[src/rtl/gpio_atr_pkg.sv]
// Package: shared widths, register addresses and the masked-update helper
// for the GPIO bank. Assumes one 16-bit pin group per side and a write
// word exactly twice the group width.
package gpio_atr_pkg;
    localparam int GPIO_W  = 16;
    localparam int WORD_W  = 2 * GPIO_W;
    localparam int ADDR_W  = 4;

    // Register addresses
    localparam logic [ADDR_W-1:0] A_TX_OE   = 4'd0;
    localparam logic [ADDR_W-1:0] A_TX_OUT  = 4'd1;
    localparam logic [ADDR_W-1:0] A_RX_OE   = 4'd2;
    localparam logic [ADDR_W-1:0] A_RX_OUT  = 4'd3;
    localparam logic [ADDR_W-1:0] A_TX_SEL  = 4'd4;
    localparam logic [ADDR_W-1:0] A_TX_ATXV = 4'd5;
    localparam logic [ADDR_W-1:0] A_TX_ARXV = 4'd6;
    localparam logic [ADDR_W-1:0] A_RX_SEL  = 4'd7;
    localparam logic [ADDR_W-1:0] A_RX_ATXV = 4'd8;
    localparam logic [ADDR_W-1:0] A_RX_ARXV = 4'd9;
    localparam logic [ADDR_W-1:0] A_PAD_RB  = 4'd10;

    // Register slots inside one pin group
    typedef enum logic [2:0] {
        SLOT_OE   = 3'd0,
        SLOT_OUT  = 3'd1,
        SLOT_SEL  = 3'd2,
        SLOT_ATXV = 3'd3,
        SLOT_ARXV = 3'd4
    } gpio_slot_e;

    localparam int N_SLOTS = 5;

    // Merge new value into old state under a bit mask
    function automatic logic [GPIO_W-1:0] masked_merge(
        input logic [GPIO_W-1:0] old_q,
        input logic [GPIO_W-1:0] mask,
        input logic [GPIO_W-1:0] val
    );
        return (old_q & ~mask) | (val & mask);
    endfunction
endpackage

[src/rtl/gpio_masked_reg.sv]
// Module: one W-bit register loaded through a mask/value pair.
// Assumes the caller has already decoded the address into we.
module gpio_masked_reg #(
    parameter int W = 16
) (
    input  logic         clk,
    input  logic         rst_n,
    input  logic         we,
    input  logic [W-1:0] wmask,
    input  logic [W-1:0] wval,
    output logic [W-1:0] q
);
    // Purpose: clear on reset, otherwise merge masked bits on a write
    always_ff @(posedge clk) begin
        if (!rst_n)
            q <= '0;
        else if (we)
            q <= (q & ~wmask) | (wval & wmask);
    end

    // a reset cycle leaves the register cleared
    a_r1_reset_clear: assert property (@(posedge clk)
        !rst_n |=> (q == '0));

    // bits outside the mask survive a write
    a_r2_keep_unmasked: assert property (@(posedge clk) disable iff (!rst_n)
        (we && $past(rst_n)) |=> ((q & ~$past(wmask)) == ($past(q) & ~$past(wmask))));

    // bits inside the mask take the written value
    a_r2_load_masked: assert property (@(posedge clk) disable iff (!rst_n)
        we |=> ((q & $past(wmask)) == ($past(wval) & $past(wmask))));

    // without a decoded write the register holds
    a_r3_hold_idle: assert property (@(posedge clk) disable iff (!rst_n)
        (!we && $past(rst_n)) |=> $stable(q));
endmodule

[src/rtl/gpio_sync2.sv]
// Module: two-flop synchroniser for a bus of asynchronous pad levels.
// Assumes each bit is sampled independently (no bus coherency needed).
module gpio_sync2 #(
    parameter int W = 16
) (
    input  logic         clk,
    input  logic         rst_n,
    input  logic [W-1:0] d,
    output logic [W-1:0] q
);
    logic [W-1:0] stage1;

    // Purpose: shift the pad levels through two register stages
    always_ff @(posedge clk) begin
        if (!rst_n) begin
            stage1 <= '0;
            q      <= '0;
        end else begin
            stage1 <= d;
            q      <= stage1;
        end
    end
endmodule

[src/rtl/gpio_group.sv]
// Module: one pin group. Holds direction, data, override-select and two
// override levels, and chooses the driven level per pin. Assumes the
// five addresses passed in are distinct.
module gpio_group
    import gpio_atr_pkg::*;
#(
    parameter int               W      = GPIO_W,
    parameter int               AW     = ADDR_W,
    parameter logic [AW-1:0]    A_OE   = '0,
    parameter logic [AW-1:0]    A_OUT  = '0,
    parameter logic [AW-1:0]    A_SEL  = '0,
    parameter logic [AW-1:0]    A_ATXV = '0,
    parameter logic [AW-1:0]    A_ARXV = '0
) (
    input  logic          clk,
    input  logic          rst_n,
    input  logic          wr_en,
    input  logic [AW-1:0] wr_addr,
    input  logic [2*W-1:0] wr_data,
    input  logic          tx_active,
    output logic [W-1:0]  pad_o,
    output logic [W-1:0]  pad_oe
);
    localparam logic [N_SLOTS*AW-1:0] SLOT_ADDRS = {A_ARXV, A_ATXV, A_SEL, A_OUT, A_OE};

    logic [W-1:0] wmask;
    logic [W-1:0] wval;
    logic [W-1:0] regs [N_SLOTS];
    logic [W-1:0] atr_level;

    assign wmask = wr_data[2*W-1:W];
    assign wval  = wr_data[W-1:0];

    for (genvar s = 0; s < N_SLOTS; s++) begin : g_slot
        logic hit;
        // Purpose: decode this slot's write strobe
        always_comb hit = wr_en && (wr_addr == SLOT_ADDRS[s*AW +: AW]);

        gpio_masked_reg #(.W(W)) u_reg (
            .clk   (clk),
            .rst_n (rst_n),
            .we    (hit),
            .wmask (wmask),
            .wval  (wval),
            .q     (regs[s])
        );
    end

    // Purpose: pick the override level for the current radio direction
    always_comb atr_level = tx_active ? regs[SLOT_ATXV] : regs[SLOT_ARXV];

    // Purpose: per-pin choice between override level and data register
    always_comb begin
        pad_o  = (regs[SLOT_SEL] & atr_level) | (~regs[SLOT_SEL] & regs[SLOT_OUT]);
        pad_oe = regs[SLOT_OE];
    end

    // no selected pins means the data register drives every pin
    a_r6_override_off: assert property (@(posedge clk) disable iff (!rst_n)
        (regs[SLOT_SEL] == '0) |-> (pad_o == regs[SLOT_OUT]));

    // fully selected group follows the transmit level while transmitting
    a_r7_tx_level: assert property (@(posedge clk) disable iff (!rst_n)
        (tx_active && (regs[SLOT_SEL] == '1)) |-> (pad_o == regs[SLOT_ATXV]));

    // fully selected group follows the receive level while receiving
    a_r8_rx_level: assert property (@(posedge clk) disable iff (!rst_n)
        (!tx_active && (regs[SLOT_SEL] == '1)) |-> (pad_o == regs[SLOT_ARXV]));
endmodule

[src/rtl/gpio_atr_bank.sv]
// Module: top of the GPIO bank for one radio side. Two pin groups share
// the write port; a read strobe returns both groups' synchronised pad
// levels. Assumes pads are tristated outside this block using *_pad_oe.
module gpio_atr_bank
    import gpio_atr_pkg::*;
(
    input  logic              clk,
    input  logic              rst_n,
    input  logic              wr_en,
    input  logic [ADDR_W-1:0] wr_addr,
    input  logic [WORD_W-1:0] wr_data,
    input  logic              rd_en,
    input  logic [ADDR_W-1:0] rd_addr,
    output logic [WORD_W-1:0] rd_data,
    input  logic              tx_active,
    input  logic [GPIO_W-1:0] tx_pad_i,
    output logic [GPIO_W-1:0] tx_pad_o,
    output logic [GPIO_W-1:0] tx_pad_oe,
    input  logic [GPIO_W-1:0] rx_pad_i,
    output logic [GPIO_W-1:0] rx_pad_o,
    output logic [GPIO_W-1:0] rx_pad_oe
);
    logic [GPIO_W-1:0] tx_sync;
    logic [GPIO_W-1:0] rx_sync;
    logic              rb_hit;

    gpio_group #(
        .W(GPIO_W), .AW(ADDR_W),
        .A_OE(A_TX_OE), .A_OUT(A_TX_OUT), .A_SEL(A_TX_SEL),
        .A_ATXV(A_TX_ATXV), .A_ARXV(A_TX_ARXV)
    ) u_tx_grp (
        .clk(clk), .rst_n(rst_n), .wr_en(wr_en), .wr_addr(wr_addr),
        .wr_data(wr_data), .tx_active(tx_active),
        .pad_o(tx_pad_o), .pad_oe(tx_pad_oe)
    );

    gpio_group #(
        .W(GPIO_W), .AW(ADDR_W),
        .A_OE(A_RX_OE), .A_OUT(A_RX_OUT), .A_SEL(A_RX_SEL),
        .A_ATXV(A_RX_ATXV), .A_ARXV(A_RX_ARXV)
    ) u_rx_grp (
        .clk(clk), .rst_n(rst_n), .wr_en(wr_en), .wr_addr(wr_addr),
        .wr_data(wr_data), .tx_active(tx_active),
        .pad_o(rx_pad_o), .pad_oe(rx_pad_oe)
    );

    gpio_sync2 #(.W(GPIO_W)) u_tx_sync (
        .clk(clk), .rst_n(rst_n), .d(tx_pad_i), .q(tx_sync)
    );

    gpio_sync2 #(.W(GPIO_W)) u_rx_sync (
        .clk(clk), .rst_n(rst_n), .d(rx_pad_i), .q(rx_sync)
    );

    // Purpose: decode a read of the pad readback address
    always_comb rb_hit = rd_en && (rd_addr == A_PAD_RB);

    // Purpose: capture the packed pad levels on a readback strobe
    always_ff @(posedge clk) begin
        if (!rst_n)
            rd_data <= '0;
        else if (rb_hit)
            rd_data <= {rx_sync, tx_sync};
    end

    // the readback word only moves on a readback strobe
    a_r9_rb_hold: assert property (@(posedge clk) disable iff (!rst_n)
        (!rb_hit && $past(rst_n)) |=> $stable(rd_data));
endmodule

[config.mk]
export PLATFORM = sky130hd
export DESIGN_NAME = gpio_atr_bank
export DESIGN_NICKNAME = d
export VERILOG_FILES = /design/src/rtl/gpio_atr_pkg.sv /design/src/rtl/gpio_masked_reg.sv /design/src/rtl/gpio_sync2.sv /design/src/rtl/gpio_group.sv /design/src/rtl/gpio_atr_bank.sv
export SDC_FILE = /design/constraint.sdc
export NUM_CORES = 1
export LEC_CHECK = 0
export ABC_CLOCK_PERIOD_IN_PS = 2200
export BUFFER_PORTS_ARGS = -buffer_cell sky130_fd_sc_hd__buf_2
export CAP_MARGIN = 20
export CORE_MARGIN = 2
export CORE_UTILIZATION = 49
export CTS_CLUSTER_DIAMETER = 50
export DETAILED_ROUTE_END_ITERATION = 10
export GPL_TIMING_DRIVEN = 1
export PLACE_DENSITY_LB_ADDON = 0.15
export REMOVE_ABC_BUFFERS = 1
export SETUP_SLACK_MARGIN = 0.5
export SKIP_CTS_REPAIR_TIMING = 1
export SYNTH_ARGS = -nofsm -noshare
export SYNTH_HDL_FRONTEND = slang
export SYNTH_SLANG_ARGS = --single-unit
[constraint.sdc]
create_clock -name clk -period 2.2 [get_ports clk]
set_input_delay 0.11 -clock clk [delete_from_list [all_inputs] [get_ports clk]]
set_output_delay 0.11 -clock clk [all_outputs]
set_load 0.005 [all_outputs]
==> results of run 1 <==
-- cells in the mapped netlist --
cell type / number
a21oi_1: 32
and2_1: 65
and2b_1: 1
and3b_1: 2
buf_1: 12
buf_2: 32
buf_4: 18
buf_6: 9
clkbuf_1: 22
dfxtp_1: 256
mux2i_1: 224
nand2_1: 240
nand3_1: 150
nand3_2: 10
nand4b_1: 1
nor2_1: 33
nor2_2: 1
nor2b_1: 1
nor3b_2: 1
-- worst max-delay path by stage --
stage,slack [ns],depth (start not counted),endpoint
final,0.74,3,rx_pad_o[5]
after global routing,0.67,3,tx_pad_o[14]
after CTS,0.70,3,tx_pad_o[0]
after detailed placement,0.71,5,flop
after global placement,0.76,5,flop
after floorplan,-0.31,3,flop
-- per-layer routing --
layer / wire [microns] / global-route usage [%] / vias to the layer above
met1: 11000 / 27.4 / 3707
li1: - / - / 4072
met5: 0 / 0 / -
met2: 11200 / 34.5 / 193
met3: 1220 / 3.38 / 45
met4: 451 / 4.86 / 0
-- power by group --
group          internal, mW  switching [mW]
registers              4.72          0.0237
logic                 0.256           0.382
clock network          2.66            1.87
-- tightest hold or removal path, delay by kind of cell --
kind	cells	cell delay, ns
AND/OR/NAND/NOR	1	0.19
multiplexers	1	0.18
buffers and inverters	1	0.07
-- stage by stage --
stage / std cells / util [%] / hold slack, ns
3_5_place_dp: 1486 / 54.5 / 0.319
5_1_grt: 1585 / 61.1 / 0.0713
2_1_floorplan: 1017 / - / 0.232
6_report: 1585 / 61.1 / 0.0511
3_3_place_gp: 1486 / 54.5 / 0.316
4_1_cts: 1536 / 58.8 / -0.250
-- layout by cell type (no fill, tap or decap), types with 2 or more instances in the layout --
| cell type | n |
|---|---|
| inv_6 | 2 |
| mux2i_1 | 224 |
| clkbuf_16 | 31 |
| nor2_4 | 2 |
| a21oi_1 | 32 |
| dfxtp_1 | 256 |
| nand2_1 | 240 |
| clkbuf_1 | 8 |
| clkinvlp_4 | 2 |
| nor2_1 | 32 |
| nand3_1 | 150 |
| buf_12 | 8 |
| dlygate4sd3_1 | 48 |
| clkbuf_8 | 4 |
| nand3_2 | 10 |
| buf_2 | 171 |
| buf_4 | 14 |
| clkinv_2 | 3 |
| and2_1 | 64 |
-- kinds of logic (layout without fill, tap and decap cells) --
group                  after synthesis  in the layout  synth area share [%]
multiplexers                       224            224                  21.6
flip-flops                         256            256                  49.3
buffers and inverters               93            292                  5.04
AO/OA/AOI/OAI                       32             32                  1.54
AND/OR/NAND/NOR                    505            505                  22.5
other                                0              1                     0
-- final cells by class --
class                           count  area, sq um
Tap cell                          275          344
Sequential cell                   256         5120
Antenna cell                        1         2.50
Fill cell                        1815         8130
Multi-Input combinational cell    761         4770
Clock inverter                      8         56.3
Clock buffer                       42          847
Timing Repair Buffer              242         1620
==> summary.md, run 1 <==
| Metric | Value |
|---|---|
| Largest net degree at the start of global routing | `98` |
| Clk root buf | `clkbuf_16` |
| Max-slew violation count | `0` |
| Clock Skew | `0.00795 ns` |
| Cell family with most CP delay | `flip-flops` |
| Data arrival, critical path | `1.35 ns` |
| RSZ-0062 raised after global routing | `false` |
| Layout cells sized above 1 | `19.3%` |
| Post-route design area | `12800 sq um` |
| Buf/Inv on CP | `1` |
| Slew headroom | `55.0%` |
| Worst-Margin Slew | `0.675 ns` |
| Critical setup path kind | `reg2out` |
| Reg2reg setup slack | `1.53 ns` |
| Clk pin slew, worst setup/hold paths | `0.06 ns` |
| Clk Latency, worst-skew pair | `0.54 ns` |
| Drt wl/cell | `15.1 microns` |
| Post-route setup slack | `0.738 ns` |
| Final ANT Viol Nets | `0` |
| Final WL | `23900 microns` |
| Grt total ovfl | `0` |
| Max frequency | `0.684 GHz` |
| WP data required | `2.09 ns` |
| Register area share after synthesis | `49.3%` |
| Site Rows | `53` |
| Final hold violation count | `0` |
| CP Max Fanout | `2` |
| H-Tree Depth | `1` |
| Final TNS setup | `0 ns` |
| DRT iter0 DRCs | `261` |
| Clock sinks | `256` |
| WHS Path Cells | `3` |
| Tot GR Track Use | `20.5%` |
| Worst path max stage delay | `0.33 ns` |
| Total power | `9.91 mW` |
| Initial antenna violation count | `1` |
| Final nets | `1368` |
| Yosys top cell by area | `dfxtp_1` |
| Number of global-route vias before repair | `7548` |
| Num CTS Buffers | `30` |
| Dpl cell area | `11400 sq um` |
| Syn Area/Cell | `9.36 sq um` |
| Status | `finished clean` |
| Initial core utilization | `49.8%` |
| CTS tree | `built` |
| Die Ht | `150 microns` |
| Hold path startpoint | `wr_data[13]` |
| Yosys warns | `0` |
| Remaining DRCs | `0` |
| R2R cell count | `2` |
| Post-synth cell types | `19` |
| Ranking of synthesized cells by area | `dfxtp_1, mux2i_1, nand2_1` |
| Final setup fails | `0` |
| Pleak | `6.04 nW` |
| Fin crit share | `66.4%` |
| Setup WS pre-CTS | `0.713 ns` |
| Routed vias/inst | `5.06` |
| MaxCap Viol Count | `0` |
| Die ar. | `22400 sq um` |
| Hold crit path type | `in2reg` |
| Vias after detailed routing | `8017` |
| Pwr Density | `776 nW/um^2` |
| I/O Buffers | `172` |
| Yosys reg bits | `256` |
| Area Growth Syn to Fin | `22.8%` |
| Wire length of the first global-routing pass | `37800 microns` |
| Top cell type's share of synthesized area | `49.3%` |
| Min cycle time layout | `1.46 ns` |
| CP max-delay cell | `dfxtp_1` |
| Die X | `150 microns` |
| Mapped Area | `10400 sq um` |
| VDD IR-drop max | `0.670 mV` |
| Clock Path Buffers | `3` |
| First-pass DRT Iterations | `5` |
| Hpwl dp | `14100 microns` |
| Mapped Cells | `1110` |
| IO Count | `173` |
| GP Congestion | `0.760` |
| Cell Chain, Critical Path | `mux2i_1 > a21oi_1 > buf_2` |
| Core ar. | `20900 sq um` |
| Crit start category | `flop` |
| CP endpoint kind | `output port` |
No activity file was read; power rests on OpenSTA's default activity.
==> run 2, diff against run 1 <==
ABC_CLOCK_PERIOD_IN_PS = 1250   (was 2200)
clock period = 1.25 ns   (was 2.2 ns; I/O delays follow)
==> run 2 against run 1 <==
The run now ends with setup timing left. Flip-flop and latch count is the same. First-iteration DRC count grew 23%. Utilization grew 4.2 points. Clock skew grew 0.00054 ns. Count of clock-buffer cells in the layout is the same. Die area is the same. Via count grew 2.3%. Combinational power grew 93%. Worst setup slack lost 0.82 ns. Critical path type unchanged. Highest routed layer unchanged.
==> summary.md, run 2 (synthesis results as in run 1) <==
| Metric | Value |
|---|---|
| Register area | `5280 sq um (+3.1%)` |
| Final WL | `24400 microns (+2.2%)` |
| Buf/Inv on CP | `1 (unchanged)` |
| Slew headroom | `69.5% (+14 points)` |
| First-pass DRT Iterations | `4 (-1)` |
| Final nets | `1395 (+2.0%)` |
| Final Non-Filler Cells | `1616 (+2.0%)` |
| Clock sinks | `256 (unchanged)` |
| Tot GR Track Use | `20.7% (+0.20 points)` |
| Placed Cells incl. Taps | `1499 (+0.87%)` |
| IO Count | `173 (unchanged)` |
| Layout cells sized above 1 | `31.8% (+12 points)` |
| Min cycle time layout | `1.33 ns` |
| Cell family with most CP delay | `flip-flops` |
| Switching power | `4.19 mW (+84%)` |
| Core ar. | `20900 sq um (unchanged)` |
| Worst-Margin Slew | `0.456 ns (-0.219 ns)` |
| Initial antenna violation count | `0 (-1)` |
| Combinational power share | `6.6% (+0.2 points)` |
| Final setup fails | `30 (+30)` |
| DRT iter0 DRCs | `322 (+23%)` |
| Clk root buf | `clkbuf_16` |
| Power share of the clock group | `48.7% (+3.0 points)` |
| Wire length of the first global-routing pass | `38400 microns (+1.4%)` |
| Clock Path Buffers | `3 (unchanged)` |
| Vias after detailed routing | `8200 (+2.3%)` |
| Final hold violation count | `0 (unchanged)` |
| Post-route setup slack | `-0.0802 ns (-0.819 ns)` |
| Area Growth Syn to Fin | `31.3%` |
| WP data required | `1.19 ns (-0.90 ns)` |
| Fill cells | `1691 (-6.8%)` |
| Pint | `14.5 mW (+89%)` |
| Pleak | `6.37 nW (+5.5%)` |
| Final core utilization | `65.3% (+4.2 points)` |
| Fin crit share | `106%` |
| Critical setup path kind | `reg2out` |
| Largest net degree at the start of global routing | `63 (-36%)` |
| CP Max Fanout | `2 (unchanged)` |
| Max-slew violation count | `0 (unchanged)` |
| Data arrival, critical path | `1.27 ns (-0.08 ns)` |
| Clock Skew | `0.00849 ns (+0.000540 ns)` |
| Flop pwr share | `44.7% (-3.1 points)` |
| Die Ht | `150 microns (unchanged)` |
| Initial core utilization | `49.8% (unchanged)` |
| Routed vias/inst | `5.07 (+0.32%)` |
| Multi-input logic area | `4820 sq um (+0.94%)` |
| MaxCap Viol Count | `0 (unchanged)` |
| Worst path max stage delay | `0.32 ns (about the same)` |
| CTS tree | `built` |
| Cell Chain, Critical Path | `mux2i_2 > a21oi_2 > buf_2` |
| Clk Latency, worst-skew pair | `0.53 ns (about the same)` |
| GP Congestion | `0.721 (-5.2%)` |
| H-Tree Depth | `1 (unchanged)` |
| Site Rows | `53 (unchanged)` |
| Hpwl dp | `14600 microns (+3.2%)` |
| Clk pin slew, worst setup/hold paths | `0.06 ns (about the same)` |
| R2R cell count | `3 (+1)` |
| VDD IR-drop max | `0.910 mV (+36%)` |
| Sw frac | `22.4% (-0.48 points)` |
| Critical path endpoint | `rx_pad_o[1]` |
| Die X | `150 microns (unchanged)` |
| CP endpoint kind | `output port` |
| Num CTS Buffers | `30 (unchanged)` |
| Status | `finished with violations` |
| Number of global-route vias before repair | `7534 (-0.19%)` |
| Hold crit path type | `in2reg` |
| Most frequent cells in the layout | `nand2_1, mux2i_1, nand3_1` |
| RSZ-0062 raised after global routing | `true` |
| I/O Buffers | `172 (unchanged)` |
| Failing checks | `setup timing` |
| Remaining DRCs | `0 (unchanged)` |
| Drt wl/cell | `15.1 microns (+0.26%)` |
| Grt total ovfl | `0 (unchanged)` |
| Commonest non-fill, non-tap cell in the layout | `nand2_1` |
| Final ANT Viol Nets | `0 (unchanged)` |
| Pwr Density | `1370 nW/um^2 (+76%)` |
| Die ar. | `22400 sq um (unchanged)` |
| N_diodes | `0 (-1)` |
| Max frequency | `0.752 GHz` |
| Reg2reg setup slack | `0.49 ns (-1.04 ns)` |
| CP max-delay cell | `dfxtp_2` |
| Crit start category | `flop` |
| Crit. path cell count | `3 (unchanged)` |
==> run 2: changes by cell type in the layout (fill, tap and decap cells not counted), moves of 12 or more <==
cell     delta
buf_6      +27
dfxtp_1   -125
dfxtp_2   +125
buf_12     +12
buf_4      +14
buf_2      -27
==> run 2: power by group through the flow <==
stage | Combinational [mW] | Clock, mW | Sequential [mW]
after global placement | 1.09 | 0 | 8.51
after global routing | 1.34 | 9.62 | 8.35
after floorplan | 0.381 | 0 | 8.51
after CTS | 1.10 | 9.27 | 8.34
after detailed placement | 1.09 | 0 | 8.52
final | 1.23 | 9.07 | 8.34
==> run 2: routing by layer <==
layer | up-vias | routed length [microns] | track usage, % | share of wire, %
li1 | 4124 | - | - | -
met2 | 181 | 11400 | 34.1 | 47
met5 | - | 0 | 0 | 0
met1 | 3873 | 11400 | 28.7 | 47
met3 | 22 | 1330 | 3.48 | 5.5
met4 | 0 | 262 | 4.00 | 1.1
==> run 2: final cells by class <==
| cell class | count | share of cell area [%] |
|---|---|---|
| Multi-Input combinational cell | 761 | 35.3 |
| Tap cell | 275 | 2.52 |
| Clock buffer | 42 | 6.57 |
| Clock inverter | 13 | 1.20 |
| Timing Repair Buffer | 269 | 15.7 |
| Sequential cell | 256 | 38.7 |
==> run 2: worst reg2reg max path, stage by stage (launching register included) <==
cell,delay [ns]
dfxtp_2,0.33
buf_4,0.10
nand2_1,0.04
mux2i_1,0.19
==> run 2: how the worst min path moves through the flow <==
stage | slack [ns] | depth (start not counted) | startpoint | endpoint
after CTS | -0.30 | 2 | rx_pad_i[5] | u_rx_sync.stage1[5]
final | 0.004 | 4 | rd_addr[0] | rd_data[23]
after global routing | -0.007 | 4 | rd_addr[0] | rd_data[31]
after global placement | 0.27 | 2 | rx_pad_i[2] | u_rx_sync.stage1[2]
after detailed placement | 0.27 | 2 | rx_pad_i[6] | u_rx_sync.stage1[6]
after floorplan | 0.18 | 1 | rst_n | u_rx_sync.q[0]
==> run 2: through the flow <==
step           TNS (ns)  area [sq um]  worst slack, ns  hold slack, ns  power (mW)
4_1_cts           -3.13         12700           -0.208          -0.296        18.7
3_5_place_dp          0         11600           0.0865           0.272        9.61
5_1_grt           -3.32         13600           -0.164        -0.00708        19.3
3_3_place_gp          0         11600            0.109           0.267        9.60
6_report          -1.27         13600          -0.0802         0.00367        18.6
2_1_floorplan   -156.46          9870            -1.21           0.184        8.89
